### src/rtl/btb_pkg.sv
package btb_pkg;
  localparam int CSR_W    = 6;
  localparam int EN_BIT   = 0;
  localparam int INV_BIT  = 1;
  localparam int ALLOC_LO = 2;
  localparam int PRED_LO  = 4;

  typedef struct packed {
    logic enable;
    logic flush;
    logic allocOk;
    logic staticTaken;
  } btb_strobe_t;
endpackage

### src/rtl/btb_csr.sv
module btb_csr
  import btb_pkg::*;
(
  input  logic             clk,
  input  logic             rstN,
  input  logic             csrWrEn,
  input  logic [CSR_W-1:0] csrWdata,
  output logic [CSR_W-1:0] csrRdata,
  input  logic             lookupDispNeg,
  input  logic             updDispNeg,
  output btb_strobe_t      ctl
);
  logic       enableReg;
  logic [1:0] allocReg;
  logic [1:0] predReg;

  always_ff @(posedge clk or negedge rstN) begin
    if (!rstN) begin
      enableReg <= 1'b0;
      allocReg  <= 2'b00;
      predReg   <= 2'b00;
    end else if (csrWrEn) begin
      enableReg <= csrWdata[EN_BIT];
      allocReg  <= csrWdata[ALLOC_LO +: 2];
      predReg   <= csrWdata[PRED_LO +: 2];
    end
  end

  // invalidate bit is a strobe only; never stored
  assign csrRdata = {predReg, allocReg, 1'b0, enableReg};

  always_comb begin
    ctl.enable      = enableReg;
    ctl.flush       = csrWrEn & csrWdata[INV_BIT];
    // allocReg[0] blocks backward, allocReg[1] blocks forward
    ctl.allocOk     = enableReg & ~(updDispNeg ? allocReg[0] : allocReg[1]);
    // predReg[0] vetoes backward taken, predReg[1] vetoes forward taken
    ctl.staticTaken = lookupDispNeg ? ~predReg[0] : ~predReg[1];
  end

  assert_flash_reads_zero_R2: assert property (@(posedge clk) disable iff (!rstN)
    csrWrEn |=> (csrRdata[INV_BIT] == 1'b0));

  assert_enable_follows_write_R5: assert property (@(posedge clk) disable iff (!rstN)
    csrWrEn |=> (csrRdata[EN_BIT] == $past(csrWdata[EN_BIT])));
endmodule

### src/rtl/btb_store.sv
module btb_store
  import btb_pkg::*;
#(
  parameter int ADDR_W  = 32,
  parameter int ENTRIES = 8
) (
  input  logic              clk,
  input  logic              rstN,
  input  btb_strobe_t       ctl,
  input  logic [ADDR_W-1:0] lookupAddr,
  output logic              lookupHit,
  output logic [ADDR_W-1:0] lookupTarget,
  output logic              lookupTaken,
  input  logic              updValid,
  input  logic [ADDR_W-1:0] updAddr,
  input  logic [ADDR_W-1:0] updTarget,
  input  logic              updTaken
);
  localparam int IW = (ENTRIES > 1) ? $clog2(ENTRIES) : 1;

  logic [ENTRIES-1:0] validVec;
  logic [ADDR_W-1:0]  tagMem [ENTRIES];
  logic [ADDR_W-1:0]  tgtMem [ENTRIES];
  logic [1:0]         ctrMem [ENTRIES];
  logic [IW-1:0]      rrPtr;

  logic [ENTRIES-1:0] lookHitVec;
  logic [ENTRIES-1:0] updHitVec;

  for (genvar i = 0; i < ENTRIES; i++) begin : g_match
    assign lookHitVec[i] = ctl.enable & validVec[i] & (tagMem[i] == lookupAddr);
    assign updHitVec[i]  = ctl.enable & validVec[i] & (tagMem[i] == updAddr);
  end

  logic [1:0]    hitCtr;
  logic [IW-1:0] updIdx;
  logic          updHit;

  always_comb begin
    lookupTarget = '0;
    hitCtr       = 2'b00;
    updIdx       = '0;
    for (int i = 0; i < ENTRIES; i++) begin
      if (lookHitVec[i]) begin
        lookupTarget = tgtMem[i];
        hitCtr       = ctrMem[i];
      end
      if (updHitVec[i]) updIdx = IW'(i);
    end
  end

  assign lookupHit   = |lookHitVec;
  assign updHit      = |updHitVec;
  assign lookupTaken = lookupHit ? hitCtr[1] : ctl.staticTaken;

  // victim: first invalid slot searching forward from rrPtr, else rrPtr
  logic [IW-1:0] victim;
  logic          foundFree;
  always_comb begin
    victim    = rrPtr;
    foundFree = 1'b0;
    for (int k = 0; k < ENTRIES; k++) begin
      if (!foundFree && !validVec[IW'(rrPtr + IW'(k))]) begin
        victim    = IW'(rrPtr + IW'(k));
        foundFree = 1'b1;
      end
    end
  end

  logic [1:0] curCtr;
  assign curCtr = ctrMem[updIdx];

  always_ff @(posedge clk or negedge rstN) begin
    if (!rstN) begin
      validVec <= '0;
      rrPtr    <= '0;
      for (int i = 0; i < ENTRIES; i++) begin
        tagMem[i] <= '0;
        tgtMem[i] <= '0;
        ctrMem[i] <= 2'b00;
      end
    end else if (ctl.flush) begin
      validVec <= '0;
    end else if (updValid && ctl.enable) begin
      if (updHit) begin
        tgtMem[updIdx] <= updTarget;
        if (updTaken && curCtr != 2'd3)       ctrMem[updIdx] <= curCtr + 2'd1;
        else if (!updTaken && curCtr != 2'd0) ctrMem[updIdx] <= curCtr - 2'd1;
      end else if (ctl.allocOk) begin
        validVec[victim] <= 1'b1;
        tagMem[victim]   <= updAddr;
        tgtMem[victim]   <= updTarget;
        ctrMem[victim]   <= updTaken ? 2'd2 : 2'd1;
        rrPtr            <= IW'(victim + IW'(1));
      end
    end
  end

  assert_no_hit_disabled_R5: assert property (@(posedge clk) disable iff (!rstN)
    !ctl.enable |-> !lookupHit);

  assert_single_copy_R7: assert property (@(posedge clk) disable iff (!rstN)
    $onehot0(lookHitVec));

  assert_alloc_blocked_R3: assert property (@(posedge clk) disable iff (!rstN)
    (updValid && ctl.enable && !updHit && !ctl.allocOk && !ctl.flush) |=> $stable(validVec));

  assert_flush_wins_R8: assert property (@(posedge clk) disable iff (!rstN)
    ctl.flush |=> (validVec == '0));
endmodule

### src/rtl/btb_unit.sv
module btb_unit
  import btb_pkg::*;
#(
  parameter int ADDR_W  = 32,
  parameter int ENTRIES = 8
) (
  input  logic              clk,
  input  logic              rstN,
  input  logic              csrWrEn,
  input  logic [CSR_W-1:0]  csrWdata,
  output logic [CSR_W-1:0]  csrRdata,
  input  logic [ADDR_W-1:0] lookupAddr,
  input  logic              lookupDispNeg,
  output logic              lookupHit,
  output logic [ADDR_W-1:0] lookupTarget,
  output logic              lookupTaken,
  input  logic              updValid,
  input  logic [ADDR_W-1:0] updAddr,
  input  logic [ADDR_W-1:0] updTarget,
  input  logic              updTaken,
  input  logic              updDispNeg
);
  btb_strobe_t ctl;

  btb_csr u_csr (
    .clk(clk), .rstN(rstN), .csrWrEn(csrWrEn), .csrWdata(csrWdata),
    .csrRdata(csrRdata), .lookupDispNeg(lookupDispNeg),
    .updDispNeg(updDispNeg), .ctl(ctl)
  );

  btb_store #(.ADDR_W(ADDR_W), .ENTRIES(ENTRIES)) u_store (
    .clk(clk), .rstN(rstN), .ctl(ctl), .lookupAddr(lookupAddr),
    .lookupHit(lookupHit), .lookupTarget(lookupTarget),
    .lookupTaken(lookupTaken), .updValid(updValid), .updAddr(updAddr),
    .updTarget(updTarget), .updTaken(updTaken)
  );
endmodule

### config.mk
export PLATFORM = sky130hd
export DESIGN_NAME = btb_unit
export DESIGN_NICKNAME = d
export VERILOG_FILES = /design/src/rtl/btb_pkg.sv /design/src/rtl/btb_csr.sv /design/src/rtl/btb_store.sv /design/src/rtl/btb_unit.sv
export SDC_FILE = /design/constraint.sdc
export NUM_CORES = 2
export LEC_CHECK = 0
export BUFFER_PORTS_ARGS = -buffer_cell sky130_fd_sc_hd__buf_4
export CORE_MARGIN = 3
export CORE_UTILIZATION = 42
export CTS_CLUSTER_DIAMETER = 100
export DETAILED_ROUTE_END_ITERATION = 8
export HOLD_SLACK_MARGIN = 0.06
export MAX_ROUTING_LAYER = met4
export PLACE_DENSITY_LB_ADDON = 0.15
export REMOVE_ABC_BUFFERS = 1
export SYNTH_ARGS = -nofsm -noshare
export SYNTH_HDL_FRONTEND = slang
export SYNTH_SLANG_ARGS = --single-unit
### constraint.sdc
create_clock -name clk -period 5.4 [get_ports clk]
set_input_delay 0.54 -clock clk [delete_from_list [all_inputs] [get_ports clk]]
set_output_delay 0.54 -clock clk [all_outputs]
set_load 0.03 [all_outputs]
# --- Word-level counts from Yosys, hierarchy flattened ---
# Cells that the tools add are included.
totals:
  reg_bits: 544
  latch_bits: 0
  mem_bits_rw: 0
  mem_bits_ro: 0
  in_bits: 109
  out_inout_bits: 40
  word_cells: 229
  mem_count: 0
classes:
  add_sub_neg: 10
  mul: 0
  div: 0
  order_cmp: 14
  eq_ne: 19
  n_shift: 0
  muxes: 86
  bitwise: 34
  n_reduce_logical: 37
ops:
  columns: ["cell", "count"]
  rows:
  - ["$bwmux 256", 3]
  - ["$eq 32x32->1", 16]
  - ["$mux 256", 2]
  - ["$mux 32", 10]
  - ["$demux 32 s3", 2]
  - ["$mux 16", 4]
  - ["$bwmux 16", 3]
  - ["$lt 3x4->1 const B", 9]
  - ["$mux 3", 11]
  - ["$mux 8", 4]
  - ["$mux 2", 15]
  - ["$and 1x1->1", 26]
  - ["$bmux 1 s3", 8]
  - ["$mux 1", 20]
  - ["$reduce_or 8->1", 2]
  - ["$logic_not 1->1", 14]
  - ["$logic_and 1x1->1", 13]
  - ["$add 3x3->3 const B", 4]
  - ["$demux 2 s3", 2]
  - ["$ge 4x4->1 const B", 2]
  - ["$lt 4x1->1 const B", 2]
  - ["$not 3->4", 2]
  - ["$or 8x8->8", 1]
  - ["$reduce_and 4->1", 2]
  - ["12 further kinds", 23]

# --- Depth between registers and ports, before layout ---
logic_depth:
  depth_word: 33
  depth_mapped: 22
  ltp_nobuf: 17

# --- Hierarchy ---
# A second synthesis with hierarchy kept.
unflattened:
  hier_cells: 2778
  area_unflattened_um2: 31706.7
by_module_without_submodules:
  columns: ["mod", "instances", "cells_per_inst", "area_each_um2", "seq_area_each_um2"]
  rows:
  - ["btb_store", 1, 2760, 31465.2, 13487.9]
  - ["btb_csr", 1, 18, 241.5, 125.1]

# --- Least setup slack after synthesis ---
# Ideal clock, no wire load.
synth_timing:
  path_type: "input-to-reg"
  start: "input port updAddr[3]"
  end: "register u_store.tagMem[99] (netlist bit)"
  arrival_ps: 5029
  required_time_ps: 5272
  path_slack_ps: 243
  stages: 19
  path_buffers: 4
  cell_sequence: "buf_2 -> buf_1 -> xnor2_1 -> nor4b_1 -> nand4_1 -> or3b_2 -> a2111oi_0 -> a22o_1 -> nand4b_1 -> a21o_1 -> inv_1 -> ha_1 -> nor2b_1 -> o21ai_0 -> mux2_2 -> buf_4 -> nor4b_4 -> buf_2 -> mux2_1"
synth_between:
  elab_chain_len: 5
  word_cells_on_any_way: 20
synth_rtl:
  columns: ["item", "line", "text"]
  rows:
  - ["start, declared", "btb_unit.sv:18", "input logic [ADDR_W-1:0] updAddr,"]
  - ["$eq 32x32->1", "btb_store.sv:32", "assign updHitVec[i] = ctl.enable & validVec[i] & (tagMem[i] == updAddr);"]
  - ["$and 1x1->1", "btb_store.sv:32", null]
  - ["$reduce_or 8->1", "btb_store.sv:53", "assign updHit = |updHitVec;"]
  - ["$not 1->1 (no source line)", null, null]
  - ["$reduce_and 4->1 (no source line)", null, null]
  - ["end signal, assigned by index", "btb_store.sv:91", "tagMem[victim] <= updAddr;"]
  - ["end, declared", "btb_store.sv:22", "logic [ADDR_W-1:0] tagMem [ENTRIES];"]
# Parallel ways exist; a longest one is shown, timed or not.
# A chain may end at the register's enable or synchronous reset.

# --- Final worst setup path ---
layout_timing:
  start: "register u_store.tagMem[20] (netlist bit)"
  end: "register u_store.tagMem[186] (netlist bit)"
layout_between:
  elab_chain_len: 5
layout_rtl:
  columns: ["item", "line"]
  rows:
  - ["$eq 32x32->1", "btb_store.sv:32"]
  - ["$and 1x1->1", "btb_store.sv:32"]
  - ["$reduce_or 8->1", "btb_store.sv:53"]
  - ["$not 1->1 (no source line)", null]
  - ["$reduce_and 4->1 (no source line)", null]
# No other way between the ends.

==> flow_summary.yaml <==
run_status:
  status: "completed"
synth:
  syn_area_per_cell_um2: 11.4
  synth_ff_type: "dfrtp_1"
  ys_seq_area_share_pct: 42.7
  syn_inst: 2799
  synth_edf_count: 0
  ys_warn_count: 0
  syn-cell-area_mm2: 0.0319
  synth.largest_area_cell: "dfrtp_1"
  synthTopCellsByArea: "dfrtp_1 (43%), mux2_2 (16%), xnor2_1 (7.3%), xor2_1 (6.9%), mux2i_1 (3.6%)"
  async_flop_share_pct: 100
  synth_top_area_share_pct: 42.7
  synth_cell_types: 89
  ys_seq_elements: 544
timing:
  worstMarginPinSlew_ns: 1.21
  fin_crit_sh_pct: 93.8
  maxSlewViolCount: 0
  fin_crit_ns: 5.06
  slew_headroom_pct: 19.3
  skew_ns: 0.0236
  finalSetupTns_ns: 0
  timing.fmax_ghz: 0.197
  rsz0062_at_grt: "no"
  finalSetupViolCount: 0
  hold-worst-slack_ns: 0.155
  hold_viol: 0
clocking:
  cts-root-buf: "clkbuf_16"
  holdBufCountCts: 1
  clock-sinks: 544
  clkTransAtPathRegs_ns: 0.06
  clock_latency_ns: 0.63
  clockBufferDepth: 3
  htree_levels: 3
  cts_tree: "done"
  cts_setup_buffers: 0
  post_cts_resized: 0
  cts_made_buffers: 66
layout:
  fin_nets: 3069
  layout_commonest_cell: "dfrtp_1"
  layout_common_cells: "dfrtp_1 (544), mux2_2 (464), buf_4 (277)"
  drive_gt1_share_pct: 31.7
  area_growth_pct: 15.8
detailed_routing:
  dr_wl_met2_um: 54000
  wl_met1_um: 46900
  ant_nets: 0
  postRouteWirelength_um: 111000
  top_layer: "met4"
  met3_length_um: 4150
  dr.pass1.iters: 8
  drt_iter0_drc: 1286
  viasPerCell: 5.75
  vias: 22800
  drcViolationCount: 0
  post_drt_wl_per_cell_um: 28.0
die:
  io_pins: 149
  design.core.area_mm2: 0.0748
  die_y_um: 282
  rows: 100
  die_area_mm2: 0.0793
  start_util_pct: 42.6
  die-width_um: 282
power:
  comb_power_share_pct: 34.8
  powerDensity_mw_per_mm2: 491
  switchingPower_uw: 6570
  p_leak_uw: 0.0167
  pwr-share-seq_pct: 40.4
  sw_frac_of_total_pct: 36.2
  intPower_uw: 11600
  pwr-share-clk_pct: 24.8
  ir_drop_uv: 311
run:
  cap_viol_max_count: 0
place:
  dpl.hpwl_um: 78600
  place.gp.congestion: 0.986
  portBuffers: 147
setup_path:
  ff2ff_path_depth: 20
  cp-start-kind: "register"
  criticalPathCategory: "reg -> reg"
  cpMostUsedCell: "buf_4"
  reg2reg_slack_ns: 0.34
  crit_path_end: "u_store.tagMem[186]"
  end_kind: "register"
  crit_chain: "xnor2_1, nand3_1, or4_1, buf_4, nor4_2, buf_4, a211oi_1, a2111oi_0, buf_4, a22o_1, nand4b_1, a21o_1, inv_1, ha_1, nor2b_1, o21ai_0, mux2_2, or4_4, buf_12, mux2_4"
  crit_slowest_cell: "or4_1"
  crit_path_max_fanout: 33
  r2r_end: "u_store.tagMem[186]"
  critical_path_required_ns: 5.89
  cp_data_arrival_time_ns: 5.56
  cpPeakStageDelay_ns: 0.51
  r2r-start: "u_store.tagMem[20]"
  critical_path.startpoint: "u_store.tagMem[20]"
grt:
  antenna_found_initial: 2
  grt_max_degree: 149
  grt_pass1_wl_um: 162000
  track_usage_pct: 28.8
  grt_overflow: 0
  grt_pass1_vias: 23700
hold_path:
  hp-class: "in -> reg"
-- registers in the layout, summed over array words and instances (netlist names) --
name              count
u_csr.predReg         2
u_store.rrPtr         3
u_store.ctrMem       16
u_csr.enableReg       1
u_csr.allocReg        2
u_store.tagMem      256
u_store.validVec      8
u_store.tgtMem      256
-- cell usage after synthesis, types with 4 or more instances --
library cell / count
a211o_1: 4
a21o_1: 7
a21oi_1: 45
a221o_1: 5
and2_1: 37
and3_1: 8
buf_1: 8
buf_2: 104
buf_4: 23
buf_6: 6
clkbuf_1: 76
dfrtp_1: 544
ha_1: 5
inv_1: 16
mux2_1: 63
mux2_2: 464
mux2_4: 29
mux2i_1: 114
mux4_2: 12
nand2_1: 150
nand2b_1: 5
nand3_1: 46
nand3b_1: 5
nand4_1: 84
nand4b_1: 6
nor2_1: 53
nor2b_1: 39
nor3_1: 22
nor3b_1: 7
nor4_1: 85
nor4b_1: 10
o211ai_1: 6
o21ai_0: 81
o21ai_1: 4
o22ai_1: 9
or3_1: 5
or3b_2: 4
or4_1: 16
xnor2_1: 266
xor2_1: 251
-- stage by stage --
step | utilization [%] | total power, uW | setup WS [ns] | cell area, um2 | instances
after floorplan | - | 11200 | -3.14 | 30800 | 2582
after global placement | 46.5 | 13500 | -0.0956 | 34800 | 3855
after detailed placement | 46.5 | 13700 | 0.0740 | 34800 | 3855
after CTS | 49.4 | 18300 | 0.367 | 37000 | 3973
after global routing | 49.4 | 19000 | 0.0549 | 37000 | 3973
final | 49.4 | 18200 | 0.336 | 37000 | 3974
-- routing by layer --
layer,GRT usage [%],vias to the layer above
met1,35.4,11800
met2,47.6,603
li1,-,10200
met5,-,-
met4,13.5,0
met3,3.30,225
-- worst min path at each step --
stage / from / end / depth (start not counted)
2_1_floorplan: rstN / u_csr.allocReg[0] / 0
6_report: csrWdata[3] / u_csr.allocReg[1] / 2
4_1_cts: csrWdata[3] / u_csr.allocReg[1] / 2
3_5_place_dp: u_store.tgtMem[137] / u_store.tgtMem[137] / 1
3_3_place_gp: u_store.tgtMem[140] / u_store.tgtMem[140] / 1
5_1_grt: csrWdata[3] / u_csr.allocReg[1] / 2
-- cell type report --
cell class | instances | area [um2]
fillers | 6744 | 37900
multi-input cells | 2020 | 17300
flip-flops and latches | 544 | 13600
repair buffers | 305 | 2630
clock buffers | 91 | 1830
well taps | 969 | 1210
clock inverters | 26 | 348
inverters | 18 | 67.6
diodes | 1 | 2.50
-- worst max-delay path, delay by kind of cell, from the launching register on --
family	cells	cell delay, ns
and+or+nand+nor	6	1.61
AOI/OAI and AO/OA	5	0.87
adders and majority gates	1	0.16
DFF	1	0.43
muxes	2	0.69
xor gates and xnor gates	1	0.31
buffers and inverters	5	0.80
-- power by group through the flow --
stage	Combinational (uW)	Sequential (uW)	Clock (uW)
floorplan	4220	6980	0
global placement	6240	7260	0
detailed placement	6320	7360	0
CTS	6350	7300	4610
global route	6760	7530	4770
finish	6330	7330	4510
-- logic make-up (layout without fill, tap and decap cells) --
family                     Yosys count  count (layout)  synth area share (%)
other                                1               2                0.0118
muxes                              685             685                  24.6
buffers and inverters              235             440                  3.58
adders and majority gates            5               5                 0.196
xor gates and xnor gates           520             520                  14.3
AOI/OAI and AO/OA                  202             202                  3.98
and+or+nand+nor                    607             607                  10.6
DFF                                544             544                  42.7
Power figures use the tool's default switching activity.
